**config.mk**
```make
export PLATFORM = sky130hd
export DESIGN_NAME = colq_top
export DESIGN_NICKNAME = d
export VERILOG_FILES = /design/src/rtl/colq_pkg.sv /design/src/rtl/colq_bank.sv /design/src/rtl/colq_mac.sv /design/src/rtl/colq_quant.sv /design/src/rtl/colq_top.sv
export SDC_FILE = /design/constraint.sdc
export NUM_CORES = 2
export LEC_CHECK = 0
export BUFFER_PORTS_ARGS = -buffer_cell sky130_fd_sc_hd__buf_2
export CORE_ASPECT_RATIO = 1.4
export CORE_MARGIN = 1
export CORE_UTILIZATION = 59
export CTS_BUF_LIST = sky130_fd_sc_hd__clkbuf_16
export CTS_CLUSTER_SIZE = 30
export DETAILED_ROUTE_END_ITERATION = 12
export PLACE_DENSITY = 0.87
export SYNTH_ARGS = -nofsm -noshare
export SYNTH_HDL_FRONTEND = slang
export SYNTH_HIERARCHICAL = 1
export SYNTH_SLANG_ARGS = --single-unit
```
**constraint.sdc**
```tcl
create_clock -name clk -period 5 [get_ports clk]
set_input_delay 1 -clock clk [delete_from_list [all_inputs] [get_ports clk]]
set_output_delay 1 -clock clk [all_outputs]
set_load 0.1 [all_outputs]
```
**src/rtl/colq_pkg.sv**
```systemverilog
package colq_pkg;
   // Default geometry of the column pass
   localparam int LANES_D  = 8;   // slots in the holding bank
   localparam int ENT_W_D  = 11;  // slot width
   localparam int COS_W_D  = 8;   // cosine element width
   localparam int SUM_W_D  = 14;  // kept width of the lane sum
   localparam int QIN_W_D  = 12;  // sum bits fed to the scaler
   localparam int IQ_W_D   = 8;   // reciprocal step width
   localparam int COEF_W_D = 9;   // output coefficient width
endpackage

```
**src/rtl/colq_bank.sv**
```systemverilog
module colq_bank
   import colq_pkg::*;
#(
   parameter int N     = LANES_D,
   parameter int ENT_W = ENT_W_D,
   parameter int SEL_W = $clog2(N)
) (
   input  logic                      clk,
   input  logic                      rst_n,
   input  logic                      wr_en,
   input  logic [SEL_W-1:0]          wr_sel,
   input  logic [ENT_W-1:0]          wr_data,
   output logic [N-1:0][ENT_W-1:0]   ent
);

   if (N < 2) begin : g_bad_n
      $error("colq_bank: N must be at least 2");
   end
   if (ENT_W < 2) begin : g_bad_w
      $error("colq_bank: ENT_W must be at least 2");
   end

   for (genvar i = 0; i < N; i++) begin : g_slot
      always_ff @(posedge clk) begin
         if (!rst_n)
            ent[i] <= '0;
         else if (wr_en && (wr_sel == SEL_W'(i)))
            ent[i] <= wr_data;
      end
   end

   // without a load strobe the bank is frozen
   p_bank_frozen_r3: assert property (@(posedge clk) disable iff (!rst_n)
      !wr_en |=> $stable(ent));

   // the addressed slot takes the written value
   p_slot_write_r2: assert property (@(posedge clk) disable iff (!rst_n)
      (wr_en && ({1'b0, wr_sel} < (SEL_W+1)'(N))) |=> ent[$past(wr_sel)] == $past(wr_data));

endmodule

```
**src/rtl/colq_mac.sv**
```systemverilog
module colq_mac
   import colq_pkg::*;
#(
   parameter int N     = LANES_D,
   parameter int ENT_W = ENT_W_D,
   parameter int COS_W = COS_W_D,
   parameter int SUM_W = SUM_W_D,
   parameter int IQ_W  = IQ_W_D
) (
   input  logic                      clk,
   input  logic                      rst_n,
   input  logic                      in_v,
   input  logic [N-1:0][ENT_W-1:0]   ent,
   input  logic [N*COS_W-1:0]        cos_row,
   input  logic [IQ_W-1:0]           iq_in,
   output logic                      sum_v,
   output logic [SUM_W-1:0]          sum,
   output logic [IQ_W-1:0]           iq_out
);

   localparam int PROD_W = ENT_W + COS_W;
   localparam int ACC_W  = PROD_W + $clog2(N);
   localparam bit POW2   = ((N & (N - 1)) == 0);

   if (SUM_W >= ACC_W) begin : g_bad_sum
      $error("colq_mac: SUM_W must be narrower than the full lane sum");
   end
   if (COS_W < 2) begin : g_bad_cos
      $error("colq_mac: COS_W must be at least 2");
   end

   // ---- stage 1: lane products ----
   logic signed [PROD_W-1:0] prod [N];
   logic                     v1;
   logic [IQ_W-1:0]          iq1;

   for (genvar i = 0; i < N; i++) begin : g_lane
      always_ff @(posedge clk) begin
         if (!rst_n)
            prod[i] <= '0;
         else if (in_v)
            prod[i] <= PROD_W'($signed(ent[i])) *
                       PROD_W'($signed(cos_row[i*COS_W +: COS_W]));
      end
   end

   always_ff @(posedge clk) begin
      if (!rst_n) begin
         v1  <= 1'b0;
         iq1 <= '0;
      end else begin
         v1 <= in_v;
         if (in_v)
            iq1 <= iq_in;
      end
   end

   // ---- adder tree: pairwise for power-of-two lane counts, chain otherwise ----
   logic signed [ACC_W-1:0] tree_sum;

   if (POW2) begin : g_pair_tree
      logic signed [ACC_W-1:0] node [2*N-1];
      for (genvar i = 0; i < N; i++) begin : g_leaf
         assign node[N-1+i] = ACC_W'(prod[i]);
      end
      for (genvar k = 0; k < N-1; k++) begin : g_node
         assign node[k] = node[2*k+1] + node[2*k+2];
      end
      assign tree_sum = node[0];
   end else begin : g_chain
      always_comb begin
         tree_sum = '0;
         for (int i = 0; i < N; i++)
            tree_sum = tree_sum + ACC_W'(prod[i]);
      end
   end

   // ---- stage 2: kept sum ----
   always_ff @(posedge clk) begin
      if (!rst_n) begin
         sum_v  <= 1'b0;
         sum    <= '0;
         iq_out <= '0;
      end else begin
         sum_v <= v1;
         if (v1) begin
            sum    <= tree_sum[SUM_W-1:0];
            iq_out <= iq1;
         end
      end
   end

   logic unused_hi;
   assign unused_hi = ^tree_sum[ACC_W-1:SUM_W];

   // the kept sum moves only when a product set arrives
   p_sum_hold_r9: assert property (@(posedge clk) disable iff (!rst_n)
      !v1 |=> $stable(sum));

endmodule

```
**src/rtl/colq_quant.sv**
```systemverilog
module colq_quant
   import colq_pkg::*;
#(
   parameter int SUM_W  = SUM_W_D,
   parameter int QIN_W  = QIN_W_D,
   parameter int IQ_W   = IQ_W_D,
   parameter int OUT_W  = COEF_W_D,
   parameter bit ROUND  = 1'b1
) (
   input  logic              clk,
   input  logic              rst_n,
   input  logic              in_v,
   input  logic [SUM_W-1:0]  sum,
   input  logic [IQ_W-1:0]   iq,
   output logic              out_v,
   output logic [OUT_W-1:0]  coef
);

   localparam int QP_W  = QIN_W + IQ_W + 1;
   localparam int SHIFT = QIN_W - 1;

   if (SUM_W <= QIN_W) begin : g_bad_qin
      $error("colq_quant: QIN_W must be narrower than SUM_W");
   end
   if (OUT_W != IQ_W + 1) begin : g_bad_out
      $error("colq_quant: OUT_W must equal IQ_W + 1");
   end
   if (SHIFT < 1) begin : g_bad_shift
      $error("colq_quant: QIN_W must be at least 2");
   end

   logic signed [QIN_W-1:0] s_lo;
   logic signed [QP_W-1:0]  scaled;
   logic signed [QP_W-1:0]  rnd;

   assign s_lo   = sum[QIN_W-1:0];
   assign scaled = QP_W'(s_lo) * QP_W'($signed({1'b0, iq}));

   if (ROUND) begin : g_round
      localparam logic signed [QP_W-1:0] HALF = QP_W'(1) << (SHIFT - 1);
      assign rnd = scaled + HALF;
   end else begin : g_trunc
      assign rnd = scaled;
   end

   always_ff @(posedge clk) begin
      if (!rst_n) begin
         out_v <= 1'b0;
         coef  <= '0;
      end else begin
         out_v <= in_v;
         if (in_v)
            coef <= rnd[SHIFT +: OUT_W];
      end
   end

   logic unused_q;
   assign unused_q = ^{sum[SUM_W-1:QIN_W], rnd[QP_W-1], rnd[SHIFT-1:0]};

   // reset clears the output
   p_reset_out_r1: assert property (@(posedge clk)
      !rst_n |=> (!out_v && (coef == '0)));

   // no delivery, no change
   p_coef_hold_r9: assert property (@(posedge clk) disable iff (!rst_n)
      !in_v |=> $stable(coef));

   // a zero reciprocal step forces a zero coefficient
   p_zero_step_r6: assert property (@(posedge clk) disable iff (!rst_n)
      (in_v && (iq == '0)) |=> (coef == '0));

   // non-negative truncated sum never yields a negative coefficient
   p_sign_keep_r7: assert property (@(posedge clk) disable iff (!rst_n)
      (in_v && !s_lo[QIN_W-1]) |=> !coef[OUT_W-1]);

endmodule

```
**src/rtl/colq_top.sv**
```systemverilog
module colq_top
   import colq_pkg::*;
#(
   parameter int N      = LANES_D,
   parameter int ENT_W  = ENT_W_D,
   parameter int COS_W  = COS_W_D,
   parameter int SUM_W  = SUM_W_D,
   parameter int QIN_W  = QIN_W_D,
   parameter int IQ_W   = IQ_W_D,
   parameter int OUT_W  = COEF_W_D,
   parameter bit ROUND  = 1'b1
) (
   input  logic                   clk,
   input  logic                   rst_n,
   input  logic                   ld_en,
   input  logic [$clog2(N)-1:0]   ld_sel,
   input  logic [ENT_W-1:0]       ld_val,
   input  logic                   go,
   input  logic [N*COS_W-1:0]     cos_row,
   input  logic [IQ_W-1:0]        iq_val,
   output logic                   coef_valid,
   output logic [OUT_W-1:0]       coef
);

   localparam int SEL_W = $clog2(N);

   logic [N-1:0][ENT_W-1:0] ent;
   logic                    sum_v;
   logic [SUM_W-1:0]        sum;
   logic [IQ_W-1:0]         iq_d;

   colq_bank #(.N(N), .ENT_W(ENT_W), .SEL_W(SEL_W)) u_bank (
      .clk     (clk),
      .rst_n   (rst_n),
      .wr_en   (ld_en),
      .wr_sel  (ld_sel),
      .wr_data (ld_val),
      .ent     (ent)
   );

   colq_mac #(.N(N), .ENT_W(ENT_W), .COS_W(COS_W), .SUM_W(SUM_W), .IQ_W(IQ_W)) u_mac (
      .clk     (clk),
      .rst_n   (rst_n),
      .in_v    (go),
      .ent     (ent),
      .cos_row (cos_row),
      .iq_in   (iq_val),
      .sum_v   (sum_v),
      .sum     (sum),
      .iq_out  (iq_d)
   );

   colq_quant #(.SUM_W(SUM_W), .QIN_W(QIN_W), .IQ_W(IQ_W), .OUT_W(OUT_W), .ROUND(ROUND)) u_quant (
      .clk   (clk),
      .rst_n (rst_n),
      .in_v  (sum_v),
      .sum   (sum),
      .iq    (iq_d),
      .out_v (coef_valid),
      .coef  (coef)
   );

   // fixed three-edge issue-to-result delay
   p_latency_r8: assert property (@(posedge clk) disable iff (!rst_n)
      go |-> ##3 coef_valid);

   // bank cleared by reset
   p_reset_bank_r1: assert property (@(posedge clk)
      !rst_n |=> (ent == '0));

endmodule

```
Word-level counts from Yosys, hierarchy flattened --
Memories as Yosys holds them, arrays and structs flattened. Cells that the tools add are included.
Cells by class: muxes and demuxes 12, reduce and logical (&&, ||, !) cells 9, multipliers 9, add/subtract/negate cells 8, bitwise logic cells 8, equal/unequal tests 7
Operator list (count):
- 11-bit by 8-bit multiplier with 19-bit output | 8
- 19-bit two-way mux | 8
- 12-bit adder | 7
- 20-bit by 12-bit adder with 20-bit output, second input constant | 1
- 12-bit by 9-bit multiplier with 20-bit output | 1
- 3-bit equality test, second input constant | 4
- 1-bit logical AND | 8
- 1-bit bitwise OR | 8
- 3-bit by 2-bit equality test with 1-bit output, second input constant | 2
- 1-bit two-way mux | 4
- 3-bit by 1-bit equality test with 1-bit output, second input constant | 1
- 3-bit logical NOT | 1
Word-level totals: memories kept 1, bits in registers 128, output and inout bits 10, RAM bits 152, word-level logic and storage cells 69
Memory list:
- u_mac.prod | depth 8, bits a word 19, read ports 8, clocked after memory_dff 0, write ports 8, RTL line colq_mac.sv:33 | logic signed [PROD_W-1:0] prod [N];

Longest topological paths before layout --
word-level depth 4, gate-level depth with buffers 19, mapped depth without buffers 18

Modules after synthesis --
The synthesis kept the hierarchy.
Modules (own cells, without submodules):
- colq_mac | area an instance 26874.5 um2, seq. area each 4003.8 um2, instances 1, cells an instance 2862
- colq_quant | area an instance 3638.5 um2, seq. area each 200.2 um2, instances 1, cells an instance 391
- colq_bank | area an instance 3178.0 um2, seq. area each 1761.7 um2, instances 1, cells an instance 302

Worst setup path after synthesis --
Ideal clock, no wire load.
path kind input-to-reg, start point input cos_row[11], end point memory u_mac/prod[0][32] (netlist bit) (data pin), stages on the path 17, data required time 4.734 ns, setup time 0.266 ns, slack 0.029 ns, buffers on the path 1, data arrival time 4.704 ns, cells stage by stage clkbuf_1 and2_1 fa_1 inv_1 fa_1 inv_1 fa_1 inv_1 fa_1 inv_1 ha_1 or3_1 or3_1 o21ai_0 a21oi_1 xnor2_1 nor2_1
RTL lines:
- start, declared | RTL line colq_top.sv:19 | input logic [N*COS_W-1:0] cos_row,
- end, declared | RTL line colq_mac.sv:33

Worst setup path in the final report --
start point register u_mac.iq_out[1], end point register u_quant.coef[5]
Between the ends: cells in the longest elaborated chain, start to end 2
Ends and longest elaborated chain:
- start, declared | RTL line colq_mac.sv:18 | output logic [IQ_W-1:0] iq_out
- start signal, assigned | RTL line colq_mac.sv:88 | iq_out <= iq1;
- 12-bit by 9-bit multiplier with 20-bit output | RTL line colq_quant.sv:37 | assign scaled = QP_W'(s_lo) * QP_W'($signed({1'b0, iq}));
- 20-bit by 12-bit adder with 20-bit output | RTL line colq_quant.sv:41 | assign rnd = scaled + HALF;
- end signal, assigned | RTL line colq_quant.sv:53 | coef <= rnd[SHIFT +: OUT_W];
- end, declared | RTL line colq_quant.sv:16 | output logic [OUT_W-1:0] coef
No other way between the ends. A chain may end at the register's enable or synchronous reset.

==> metrics.cfg <==
[final_layout]
share_of_layout_cells_above_drive_strength_1 = 0.0644
mostFrequentLayoutCell = inv_1
final_layout_net_count = 4010
n_antenna_cell = 0
layout.area.seq_mm2 = 0.00547
most-common-layout-cells = 738 x inv_1, 489 x fa_1, 408 x and2_1, 303 x nand2_1, 283 x ha_1
final_cell_area_mm2 = 0.0315
area_growth_pct = 6.87
layout.filler_cells = 3671
multiInputGateArea_mm2 = 0.0209

[power_and_ir_drop]
ir_worst_vdd_uv = 254
powerDensity_mw_per_mm2 = 208
power.leakage_nw = 16.3

[critical_path]
timing.critical_path.arrival_ps = 5300
crit_path_end_kind = register
crit_required_ps = 5450
critical_path_class = reg -> reg
worst_r2r_startpoint = u_mac/iq_out[1]
timing.reg2reg.setup_slack_ps = 150
rr_endpoint = u_quant/coef[5]
worst-r2r-cell-count = 13
critical_path_start_type = register
worst_setup_path_endpoint = u_quant/coef[5]
crit_path_start = u_mac/iq_out[1]
worstPathMaxFanout = 7

[timing]
timing_max_transition_violations_final = 0
timing.slew.headroom = 0.270
hold_slack_ps = 440
final_min_period_over_clock_period = 0.971
fmaxAchievable_mhz = 206
report.final.setup_viol = 0
timing.final.crit_period_ps = 4850
fin_skew_ps = 16.8
worst-slew-pin-transition_ps = 1090
hold_violations = 0
unrepaired_setup_endpoints_after_global_routing = no

[global_routing]
grt_max_degree = 70
grt_pass1_vias = 22900
grt_antenna_before_repair = 0
grt_usage = 0.280
global_route_wire_length_before_repair_um = 112000
gr-total-overflow = 0

[logic_synthesis]
syn_area_mm2 = 0.0295
syn_inst = 3086
syn_nets = 3948
syn-mean-instance-area_um2 = 9.56
yosys_warnings = 6

[floorplan]
die_area_mm2 = 0.0509
floorplan.die.height_um = 267
rows = 96
floorplan.initialDensity = 0.600
die_width_um = 191
ios = 100
std_cell_core_area_mm2 = 0.0491

[detailed_routing]
detailedRoute.firstPassIterationCount = 8
wl_per_cell_um = 17.8
vias = 20700
wirelength_um = 67900
drt_drc_violations_left = 0
vias_cell = 5.43
antenna_violating_nets_post_route = 0
initialDrtViolationCount = 973

[clocking]
number_of_setup_buffers_added_after_cts = 0
tritoncts_num_sinks = 224
cts_tree = done
clk_pin_slew_ps = 70
cts_max_path_buffers = 3
cts_buffers = 26
clock_tree.htree_level_count = 1
clock_latency_ps = 560
master_cell_of_the_clock_root_buffer = clkbuf_16

[placed_design]
dpl.hpwl_um = 53200
gp_routability_congestion = 0.959
port_buffers = 99
post_dp_cell_area_mm2 = 0.0306

[outcome]
outcome = finished clean

[flow_run]
cap_viol_max_count = 0

[worst_hold_path]
min_path_type = reg -> reg

-- power breakdown --
group / total [W] / switching [W] / internal [W]
clock: 0.00196 / 0.000821 / 0.00114
sequential: 0.00215 / 0.000114 / 0.00203
combinational: 0.00246 / 0.00143 / 0.00103
-- sequential cells by signal, indices dropped and copies added (netlist names) --
name	cells
u_mac/sum	12
u_mac/prod	96
u_mac/sum_v	1
u_mac/iq_out	8
u_bank/ent	88
u_mac/iq1	8
u_quant/out_v	1
u_quant/coef	9
u_mac/v1	1
-- area by class of cell --
| type | instances | share of cell area |
|---|---|---|
| flip-flops and latches | 224 | 0.174 |
| well taps | 637 | 0.0253 |
| clock inverters | 21 | 0.00611 |
| repair buffers | 130 | 0.0232 |
| inverters | 735 | 0.0875 |
| multi-input cells | 2031 | 0.663 |
| clock buffers | 27 | 0.0214 |
-- worst min path at each step --
stage	from	endpoint	cells after the start	slack (ps)
global route	u_quant/coef[7]	u_quant/coef[7]	2	470
floorplan	u_mac/sum[11]	u_mac/sum[11]	2	420
global placement	u_quant/coef[7]	u_quant/coef[7]	2	440
finish	u_quant/coef[7]	u_quant/coef[7]	2	440
CTS	u_quant/coef[7]	u_quant/coef[7]	2	440
detailed placement	u_quant/coef[7]	u_quant/coef[7]	2	440
-- stage by stage --
| step | util | total power (W) | worst slack, ps | cells | setup TNS (ps) |
|---|---|---|---|---|---|
| 5_1_grt | 0.642 | 0.00697 | 9.26 | 3805 | 0 |
| 6_report | 0.642 | 0.00657 | 146 | 3805 | 0 |
| 3_3_place_gp | 0.623 | 0.00444 | 126 | 3757 | 0 |
| 2_1_floorplan | - | 0.00385 | 123 | 3086 | 0 |
| 3_5_place_dp | 0.623 | 0.00455 | -28.4 | 3757 | -28.4 |
| 4_1_cts | 0.641 | 0.00655 | 13.7 | 3805 | 0 |
-- worst max-delay path: stages, from the launching register on --
cell and delay (ps):
dfxtp_2 390, nand2_1 90, fa_1 540, inv_1 60, fa_1 480, fa_1 580
fa_1 440, fa_1 440, ha_1 330, a21oi_1 310, a41o_4 340, o21ai_4 90
or4b_1 480, and3_1 180
-- routing by layer --
metal  vias to the layer above  part of all wire  track usage
met2                       673              0.53        0.509
li1                       9351                 -            -
met1                     10400              0.36        0.310
met4                         0             0.063        0.168
met5                         -                 0            0
met3                       238             0.047       0.0321
-- timing repair --
| action | CTS | global route |
|---|---|---|
| setup endpoints to repair | 0 | 6 |
| gates resized for setup | 0 | 20 |
| hold buffers | 0 | 0 |
No activity file was read; power rests on OpenSTA's default activity.
